<file path="src/rtl/ser_tx9_pkg.sv">
package ser_tx9_pkg;

    localparam int CHAR_MAX = 9;
    localparam int LEFT_W   = $clog2(CHAR_MAX + 1);

    typedef enum logic [1:0] {
        LN_IDLE  = 2'd0,
        LN_START = 2'd1,
        LN_DATA  = 2'd2,
        LN_STOP  = 2'd3
    } line_st_e;

    // Length code to number of data bits.
    function automatic logic [LEFT_W-1:0] char_bits(input logic [2:0] sel);
        case (sel)
            3'd0:    char_bits = LEFT_W'(5);
            3'd1:    char_bits = LEFT_W'(6);
            3'd2:    char_bits = LEFT_W'(7);
            3'd4:    char_bits = LEFT_W'(9);
            default: char_bits = LEFT_W'(8);
        endcase
    endfunction

endpackage

</file>
<file path="src/rtl/ser_tx9_tick.sv">
module ser_tx9_tick #(
    parameter int DIV_W = 12
) (
    input  logic             clk,
    input  logic             rst_n,
    input  logic [DIV_W-1:0] div,
    output logic             tick
);

    typedef struct packed {
        logic [DIV_W-1:0] cnt;
    } tick_s;

    tick_s st_d, st_q;

    always_comb begin
        st_d = st_q;
        tick = (st_q.cnt >= div);
        if (tick) begin
            st_d.cnt = '0;
        end else begin
            st_d.cnt = st_q.cnt + DIV_W'(1);
        end
    end

    always_ff @(posedge clk or negedge rst_n) begin
        if (!rst_n) begin
            st_q <= '0;
        end else begin
            st_q <= st_d;
        end
    end

    AST_TICK_RESTART: assert property (@(posedge clk) disable iff (!rst_n)
        tick |=> (st_q.cnt == '0)) else $error("tick counter did not restart");

endmodule

</file>
<file path="src/rtl/ser_tx9_bitclk.sv">
module ser_tx9_bitclk (
    input  logic clk,
    input  logic rst_n,
    input  logic run,
    input  logic tick,
    input  logic dbl,
    output logic bit_end
);

    localparam int PH_W = 4;

    typedef struct packed {
        logic [PH_W-1:0] phase;
    } ph_s;

    ph_s st_d, st_q;
    logic [PH_W-1:0] last;

    always_comb begin
        st_d    = st_q;
        last    = dbl ? PH_W'(7) : PH_W'(15);
        bit_end = run && tick && (st_q.phase >= last);
        if (!run) begin
            st_d.phase = '0;
        end else if (tick) begin
            st_d.phase = bit_end ? '0 : st_q.phase + PH_W'(1);
        end
    end

    always_ff @(posedge clk or negedge rst_n) begin
        if (!rst_n) begin
            st_q <= '0;
        end else begin
            st_q <= st_d;
        end
    end

    AST_PHASE_WAITS: assert property (@(posedge clk) disable iff (!rst_n)
        (run && !tick) |=> $stable(st_q.phase)) else $error("phase moved without tick");

endmodule

</file>
<file path="src/rtl/ser_tx9_core.sv">
module ser_tx9_core
    import ser_tx9_pkg::*;
(
    input  logic       clk,
    input  logic       rst_n,
    input  logic       tx_en,
    input  logic       bit_end,
    input  logic [2:0] char_sel,
    input  logic       ninth_wr,
    input  logic       ninth_bit,
    input  logic       data_wr,
    input  logic [7:0] data_byte,
    output logic       line,
    output logic       own,
    output logic       buf_empty,
    output logic       done
);

    typedef struct packed {
        line_st_e            st;
        logic [CHAR_MAX-1:0] sreg;
        logic [LEFT_W-1:0]   left;
        logic [CHAR_MAX-1:0] hold;
        logic                full;
        logic                ninth;
        logic                own;
        logic                done;
    } core_s;

    core_s st_d, st_q;
    logic  accept;

    always_comb begin
        st_d      = st_q;
        st_d.done = 1'b0;
        accept    = data_wr && tx_en && !st_q.full;

        if (ninth_wr) begin
            st_d.ninth = ninth_bit;
        end

        if (bit_end) begin
            case (st_q.st)
                LN_IDLE, LN_STOP: begin
                    if (st_q.full) begin
                        st_d.st   = LN_START;
                        st_d.sreg = st_q.hold;
                        st_d.left = char_bits(char_sel);
                        st_d.full = 1'b0;
                    end else if (st_q.st == LN_STOP) begin
                        st_d.st   = LN_IDLE;
                        st_d.done = 1'b1;
                    end
                end
                LN_START: begin
                    st_d.st = LN_DATA;
                end
                default: begin
                    st_d.sreg = st_q.sreg >> 1;
                    st_d.left = st_q.left - LEFT_W'(1);
                    if (st_q.left == LEFT_W'(1)) begin
                        st_d.st = LN_STOP;
                    end
                end
            endcase
        end

        if (accept) begin
            st_d.hold = {st_q.ninth, data_byte};
            st_d.full = 1'b1;
        end

        st_d.own = tx_en || (st_q.own && !(st_q.st == LN_IDLE && !st_q.full));

        case (st_q.st)
            LN_START: line = 1'b0;
            LN_DATA:  line = st_q.sreg[0];
            default:  line = 1'b1;
        endcase

        own       = st_q.own;
        buf_empty = !st_q.full;
        done      = st_q.done;
    end

    always_ff @(posedge clk or negedge rst_n) begin
        if (!rst_n) begin
            st_q    <= '0;
            st_q.st <= LN_IDLE;
        end else begin
            st_q <= st_d;
        end
    end

    AST_LINE_STEADY: assert property (@(posedge clk) disable iff (!rst_n)
        !bit_end |=> $stable(line)) else $error("line changed off a bit boundary");

    AST_FULL_HOLDS: assert property (@(posedge clk) disable iff (!rst_n)
        (st_q.full && !bit_end) |=> (st_q.full && $stable(st_q.hold))) else $error("buffer overwritten");

    AST_OWN_HELD: assert property (@(posedge clk) disable iff (!rst_n)
        (!tx_en && st_q.st != LN_IDLE) |=> st_q.own) else $error("released mid frame");

    AST_DONE_IDLE: assert property (@(posedge clk) disable iff (!rst_n)
        st_q.done |-> (st_q.st == LN_IDLE)) else $error("done while busy");

endmodule

</file>
<file path="src/rtl/ser_tx9.sv">
module ser_tx9 #(
    parameter int DIV_W = 12
) (
    input  logic             clk,
    input  logic             rst_n,
    input  logic [DIV_W-1:0] baud_div,
    input  logic             dbl_speed,
    input  logic [2:0]       char_sel,
    input  logic             tx_en,
    input  logic             ninth_wr,
    input  logic             ninth_bit,
    input  logic             data_wr,
    input  logic [7:0]       data_byte,
    output logic             txd,
    output logic             tx_own,
    output logic             buf_empty,
    output logic             tx_done
);

    logic tick;
    logic bit_end;
    logic line;

    ser_tx9_tick #(.DIV_W(DIV_W)) i_tick (
        .clk  (clk),
        .rst_n(rst_n),
        .div  (baud_div),
        .tick (tick)
    );

    ser_tx9_bitclk i_bitclk (
        .clk    (clk),
        .rst_n  (rst_n),
        .run    (tx_own),
        .tick   (tick),
        .dbl    (dbl_speed),
        .bit_end(bit_end)
    );

    ser_tx9_core i_core (
        .clk      (clk),
        .rst_n    (rst_n),
        .tx_en    (tx_en),
        .bit_end  (bit_end),
        .char_sel (char_sel),
        .ninth_wr (ninth_wr),
        .ninth_bit(ninth_bit),
        .data_wr  (data_wr),
        .data_byte(data_byte),
        .line     (line),
        .own      (tx_own),
        .buf_empty(buf_empty),
        .done     (tx_done)
    );

    assign txd = tx_own ? line : 1'b1;

    AST_RELEASED_HIGH: assert property (@(posedge clk) disable iff (!rst_n)
        !tx_own |-> txd) else $error("line low while released");

endmodule

</file>
<file path="config.mk">
export PLATFORM = sky130hd
export DESIGN_NAME = ser_tx9
export DESIGN_NICKNAME = d
export VERILOG_FILES = /design/src/rtl/ser_tx9_pkg.sv /design/src/rtl/ser_tx9_tick.sv /design/src/rtl/ser_tx9_bitclk.sv /design/src/rtl/ser_tx9_core.sv /design/src/rtl/ser_tx9.sv
export SDC_FILE = /design/constraint.sdc
export NUM_CORES = 1
export LEC_CHECK = 0
export BUFFER_PORTS_ARGS = -buffer_cell sky130_fd_sc_hd__buf_2
export CAP_MARGIN = 20
export CORE_MARGIN = 2
export CORE_UTILIZATION = 25
export CTS_BUF_LIST = sky130_fd_sc_hd__clkbuf_16
export CTS_CLUSTER_SIZE = 14
export DETAILED_ROUTE_END_ITERATION = 7
export GPL_TIMING_DRIVEN = 0
export PLACE_DENSITY = 0.5
export SYNTH_ARGS = -nofsm -noshare
export SYNTH_HDL_FRONTEND = slang
export SYNTH_HIERARCHICAL = 1
export SYNTH_SLANG_ARGS = --single-unit
</file>
<file path="constraint.sdc">
create_clock -name clk -period 5.5 [get_ports clk]
set_input_delay 0.55 -clock clk [delete_from_list [all_inputs] [get_ports clk]]
set_output_delay 0.55 -clock clk [all_outputs]
set_load 0.1 [all_outputs]
</file>
==> results.cfg, run 1 <==
[outcome]
status = finished, final reports clean

[floorplanning]
dieArea_sq_um = 11000
core_area_sq_um = 9860
row_count = 36
start_util_pct = 25.9
ioPinCount = 34
die_y_um = 105
die_width_um = 105

[power_and_ir_drop]
power.leakage_uw = 0.00146
pwr-share-seq_pct = 46.9
p_int_uw = 602
power.density_nw_per_um2 = 286
ir_drop_mv = 0.203
pwr-share-clk_pct = 32.4
pwr-share-comb_pct = 20.7
p_sw_uw = 269
switching_share_pct = 30.9

[route]
ant_nets = 0
drc_errors = 0
drtIter0Drc = 62
drt-total-wl_mm = 5.15
avgRoutedWirePerCell_um = 12.2
firstDrtPassIters = 4
viasPerCell = 4.50
vias = 1905

[worst_setup_path]
cp_slowest_cell = nor3_1
slowest_delay_ns = 0.54
cp_max_fo = 10
crit_arrival_ns = 3.69
worstPathRequired_ns = 5.66
critPathCaptureType = flip-flop
critical-path-top-delay-family = simple AND/OR/NAND/NOR gates
startpoint_type = flip-flop
critPathKind = flip-flop to flip-flop
path_cells = ha_1, nand4_1, nor3_1, buf_2, a21o_1, nand2_1, nor2_1, nand2b_2, or4_4, and3_1
critPathBufInv = 1

[finish]
drive_above_1_share_pct = 23.4
layout.nets = 340
antenna_cells = 0
syn2layout_area_growth_pct = 19.3
layout.cells.non_filler = 423

[global_route]
antenna_found_initial = 0
grt_use_total_pct = 9.98
grt_pass1_vias = 1962
gr-total-overflow = 0
grt_pass1_wl_mm = 9.17
grt_max_degree = 45

[synth]
synthArstFlopShare_pct = 100
seq_area_frac_synth_pct = 43.1
syn_area_per_cell_sq_um = 10.3
ys_warn_count = 6
ys_ff_latch = 44
synthDistinctLibCells = 41
synth_nets = 299
synth-edff-count = 0
syn_inst = 248
synthFlopType = dfrtp_1
synth.cell_area_sq_um = 2560

[place]
dp_cells = 414
io_buffers = 33
place_congestion = 0.796
dp_hpwl_mm = 3.77

[clocking]
cts_root_buffer = clkbuf_16
clkLatencyLatePin_ns = 0.28
cts_hold_buf = 0
cts_tree = done
clkTransAtPathRegs_ns = 0.06
cts_repair_resize_count = 0
clockBufferDepth = 2
cts_max_level = 2
cts_inserted_buffers = 5
post_cts_buffers = 0
cts_sinks = 44

[timing]
finClkSkew_ns = 0.00742
hold_viol = 0
slew_headroom_pct = 59.4
setup_viol = 0
fin_tns_setup_ns = 0
rsz0062_at_grt = no
min_period_ns = 3.53
finalCritPeriodShare_pct = 64.1
max_freq_mhz = 283
worst_slew_pin_slew_ns = 0.605
slew_viol_final = 0

[worst_hold_path]
hold_class = input pin to asynchronous set/reset pin

[job]
cap_violations = 0
==> layer usage <==
metal / global-route usage (%) / vias up / wire, um
li1: - / 972 / -
met1: 13.6 / 907 / 2580
met2: 16.6 / 24 / 2410
met3: 2.12 / 2 / 138
met4: 1.43 / 0 / 19
met5: 0 / - / 0
==> kinds of logic after synthesis <==
group | after synthesis | share of synthesized area, %
fa+ha+maj | 21 | 10.3
flops | 44 | 43.1
simple gates | 59 | 14.4
compound gates | 66 | 16.3
mux | 18 | 7.54
buf+inv | 28 | 4.36
xor+xnor | 12 | 4.11
==> path summary, 6_finish.rpt <==
kind	startpoint	endpoint	slack (ns)	depth (start not counted)
worst max register to register	i_tick/st_q[9]	i_core/st_q[15]	1.97	10
worst max-delay path	i_tick/st_q[9]	i_core/st_q[15]	1.97	10
min in group clk	tx_en	i_core/own	0.48	2
worst min register to register	i_core/st_q[25]	i_core/st_q[25]	0.50	2
max in group asynchronous	rst_n	i_core/st_q[18]	4.94	2
worst min-delay path	rst_n	i_bitclk/st_q[2]	0.11	1
==> cell type report <==
| type | count | area, sq um |
|---|---|---|
| sequential | 44 | 1100 |
| buffer | 7 | 32.5 |
| clock buffer | 5 | 125 |
| tap | 133 | 166 |
| clock inverter | 3 | 16.3 |
| multi-input combinational | 176 | 1340 |
| timing repair buffer | 34 | 185 |
| fill | 1054 | 6820 |
| inverter | 21 | 78.8 |
==> state kept, by name (all words and copies together), names as in the netlist <==
name,count
i_tick/st_q,12
i_core/done,1
i_bitclk/st_q,4
i_core/own,1
i_core/st_q,26
==> power by group through the flow <==
stage | clock network [uW] | logic (uW) | registers, uW
after floorplan | 0 | 137 | 402
after global placement | 0 | 178 | 415
after detailed placement | 0 | 183 | 415
after CTS | 295 | 183 | 409
after global routing | 306 | 212 | 416
final | 282 | 180 | 409
==> synth_stat cells (all sizes together) (8+ instances only) <==
cell type | n | share of area, %
nor2 | 8 | 1.2
mux2 | 10 | 4.4
ha | 21 | 10
nand3 | 8 | 2.4
a21oi | 10 | 2.0
inv | 21 | 3.1
mux2i | 8 | 3.1
xnor2 | 8 | 2.7
dfrtp | 44 | 43
o21ai | 33 | 6.6
nand2 | 16 | 2.3
a211oi | 13 | 4.4
==> cell usage in the layout (no fill, tap or decap), drive strengths merged, types with 6 or more instances in the layout <==
cell / count
a21oi: 10
nor2: 8
nand4: 6
ha: 21
mux2: 10
a211oi: 13
o21ai: 33
dfrtp: 44
xnor2: 8
buf: 39
inv: 23
nand2: 16
mux2i: 8
clkbuf: 7
nand3: 8
==> worst reg2reg max path, stage by stage, from the launching register on <==
cell and delay [ns]:
dfrtp_1 0.43, ha_1 0.32, nand4_1 0.12, nor3_1 0.54, buf_2 0.35, a21o_1 0.24
nand2_1 0.07, nor2_1 0.42, nand2b_2 0.20, or4_4 0.52, and3_1 0.20
==> metrics by stage <==
| stage | total power (uW) | setup WS (ns) | hold slack, ns | cell area, sq um | utilization (%) |
|---|---|---|---|---|---|
| global route | 934 | 1.69 | 0.118 | 3050 | 30.9 |
| finish | 871 | 1.97 | 0.113 | 3050 | 30.9 |
| detailed placement | 597 | 1.77 | 0.491 | 2890 | 29.3 |
| CTS | 886 | 1.97 | 0.476 | 3030 | 30.7 |
| floorplan | 539 | 2.38 | 0.254 | 2560 | - |
| global placement | 592 | 1.76 | 0.486 | 2890 | 29.3 |
No activity file was read; power rests on OpenSTA's default activity.
==> run 2: changes to the inputs <==
--- a/config.mk
+++ b/config.mk
@@ -5,6 +5,7 @@
 export SDC_FILE = /design/constraint.sdc
 export NUM_CORES = 1
 export LEC_CHECK = 0
+export ABC_AREA = 1
 export BUFFER_PORTS_ARGS = -buffer_cell sky130_fd_sc_hd__buf_2
 export CAP_MARGIN = 20
 export CORE_MARGIN = 2
==> constraint.sdc (replaced) <==
create_clock -name clk -period 3.7 [get_ports clk]
set_input_delay 0.37 -clock clk [delete_from_list [all_inputs] [get_ports clk]]
set_output_delay 0.37 -clock clk [all_outputs]
set_load 0.1 [all_outputs]
==> run 2 against run 1 <==
Effect of this change:
- hold slack improved by 0.18 ns
- final cell count increased by 22%
- global-route usage decreased by 0.32 points
- count of clock-buffer cells in the layout unchanged
- worst setup slack got worse by 0.74 ns
- sequential share of layout area decreased by 0.58 points
==> results.cfg, run 2 <==
[floorplanning]
ioPinCount = 34
dieArea_sq_um = 11200
row_count = 37
start_util_pct = 25.5
die_y_um = 106
die_width_um = 106
core_area_sq_um = 10200

[global_route]
grt_use_total_pct = 9.66
grtUsageMet1_pct = 11.0
antenna_found_initial = 0
grt_pass1_vias = 2045
grt_max_degree = 45
grt_use_met2_pct = 17.9
gr-total-overflow = 0
grt_util_met3_pct = 2.23
grt_pass1_wl_mm = 8.78
top_usage_layer = met2

[route]
drt-total-wl_mm = 4.94
drtIter0Drc = 44
firstDrtPassIters = 4
drc_errors = 0
vias = 2051
viasPerCell = 3.99
avgRoutedWirePerCell_um = 9.61
ant_nets = 0

[worst_setup_path]
cp_max_fo = 11
startpoint_type = flip-flop
crit_arrival_ns = 2.63
critPathCaptureType = flip-flop
crit_path_start = i_tick/st_q[11]
worstPathRequired_ns = 3.87
critPathKind = flip-flop to flip-flop
r2r_start = i_tick/st_q[11]

[job]
cap_violations = 0

[clocking]
cts_repair_resize_count = 0
cts_sinks = 44
clockBufferDepth = 2
cts_root_buffer = clkbuf_16
clkTransAtPathRegs_ns = 0.06
cts_inserted_buffers = 5
clkLatencyLatePin_ns = 0.28
cts_tree = done
cts_max_level = 2

[finish]
largest_register_ffs = 26
reg_top3 = i_core/st_q x26, i_tick/st_q x12, i_bitclk/st_q x4
final_cell_mix = 115 x nand2_1, 51 x inv_1, 44 x dfrtp_1, 34 x buf_2, 28 x nor2_1
regMostFlops = i_core/st_q
drive_above_1_share_pct = 15.6
layout_commonest_cell = nand2_1
antenna_cells = 0
final_util_pct = 30.4
layout.nets = 428
syn2layout_area_growth_pct = 19.5

[timing]
finClkSkew_ns = 0.00691
slew_headroom_pct = 67.6
max_freq_mhz = 406
min_period_ns = 2.46
hold-worst-slack_ns = 0.291
hold_viol = 0
worst_slew_pin_slew_ns = 0.490
rsz0062_at_grt = no
setup_viol = 0
finalCritPeriodShare_pct = 66.6
slew_viol_final = 0
fin_tns_setup_ns = 0

[synth]
ys_ff_latch = 44
synth.cell_area_sq_um = 2590
ys_top_cells_by_count = 115 x nand2_1, 50 x inv_1, 44 x dfrtp_1
synthArstFlopShare_pct = 100
synth_most_common_cell = nand2_1
synth_nets = 386
synth_top_area_share_pct = 42.5
seq_area_frac_synth_pct = 42.5
synthFlopType = dfrtp_1
synthTopCellsByArea = dfrtp_1 42%, nand2_1 17%, ha_1 10%
syn_inst = 335
synthDistinctLibCells = 26
yosysTopAreaCell = dfrtp_1
ys_warn_count = 6
syn_area_per_cell_sq_um = 7.74
synth-edff-count = 0

[place]
place_congestion = 0.800
dp_hpwl_mm = 3.73
io_buffers = 33

[power_and_ir_drop]
power.leakage_uw = 0.00166
pwr-share-comb_pct = 23.4
ir_drop_mv = 0.228
p_int_uw = 953
pwr-share-seq_pct = 46.2
p_sw_uw = 439
pwr-share-clk_pct = 30.4
switching_share_pct = 31.5
power.density_nw_per_um2 = 449

[worst_hold_path]
hold_class = input pin to flip-flop
worstHoldStart = ninth_wr

[outcome]
status = finished, final reports clean
[run 2: cell count changes after synthesis, moves of 4 or more]
cell / change
o21ai_0: -14
nand3_1: +8
a211oi_1: -10
buf_2: -4
mux2_2: -10
inv_1: +30
xnor2_1: -5
mux2i_1: -8
nand2_1: +99
nor2b_1: -4
nand4_1: -4
nor2_1: +20
[run 2: power by group through the flow]
stage,clock network (uW),registers (uW),logic [uW]
final,423,643,326
after global routing,463,659,389
after CTS,439,644,332
after detailed placement,0,653,329
after global placement,0,651,320
after floorplan,0,646,248
[run 2: critical path: stages (launching register included)]
cell and delay, ns:
dfrtp_1 0.41, ha_1 0.30, nand2_1 0.07, nor2_1 0.15
nand2_1 0.07, nor2_1 0.08, nand2_1 0.07, nand2_2 0.11
buf_6 0.17, nand2_1 0.10, a21oi_1 0.29, inv_1 0.12
a21oi_1 0.21, nand2_1 0.10, nand2_1 0.07, nand2_1 0.05
[run 2: timing repair]
action | 4_1_cts | 5_1_grt
endpoints found under the hold margin | 0 | 7
setup buffers | 0 | 0
hold buffers | 0 | 1
[run 2: final timing paths]
| kind | endpoint | slack (ns) | depth (start not counted) |
|---|---|---|---|
| max in group asynchronous | i_core/st_q[5] | 2.76 | 3 |
| worst min register to register | i_core/st_q[21] | 0.48 | 2 |
| min in group asynchronous | i_tick/st_q[2] | 0.48 | 2 |
| worst min-delay path | i_core/st_q[2] | 0.29 | 2 |
| worst max-delay path | i_core/st_q[27] | 1.24 | 15 |
| worst max register to register | i_core/st_q[27] | 1.24 | 15 |
[run 2: final cells by class]
class / count / area (sq um)
clock buffer: 5 / 125
inverter: 53 / 201
sequential: 44 / 1100
fill: 1128 / 7090
buffer: 6 / 53.8
tap: 136 / 170
clock inverter: 3 / 15.0
multi-input combinational: 232 / 1240
timing repair buffer: 35 / 195
[run 2: metrics by stage]
step	instances	total power [uW]	cell area (sq um)	worst slack (ns)
after floorplan	335	894	2590	1.48
after global placement	504	971	2930	1.16
after detailed placement	504	982	2930	1.13
after CTS	512	1410	3070	1.19
after global routing	514	1510	3100	0.915
final	514	1390	3100	1.24
[run 2: kinds of logic after synthesis]
| group | count (synthesis) | share of synthesized area, % |
|---|---|---|
| adders and majority gates | 21 | 10.1 |
| DFF | 44 | 42.5 |
| and+or+nand+nor | 169 | 27.8 |
| AOI/OAI and AO/OA | 32 | 6.37 |
| buffers and inverters | 59 | 9.84 |
| xor gates and xnor gates | 10 | 3.38 |
[run 2: per-layer routing]
layer / part of all wire, % / wire (um)
met5: 0 / 0
met4: 0.89 / 44
met3: 3.1 / 152
met2: 50 / 2450
met1: 46 / 2300
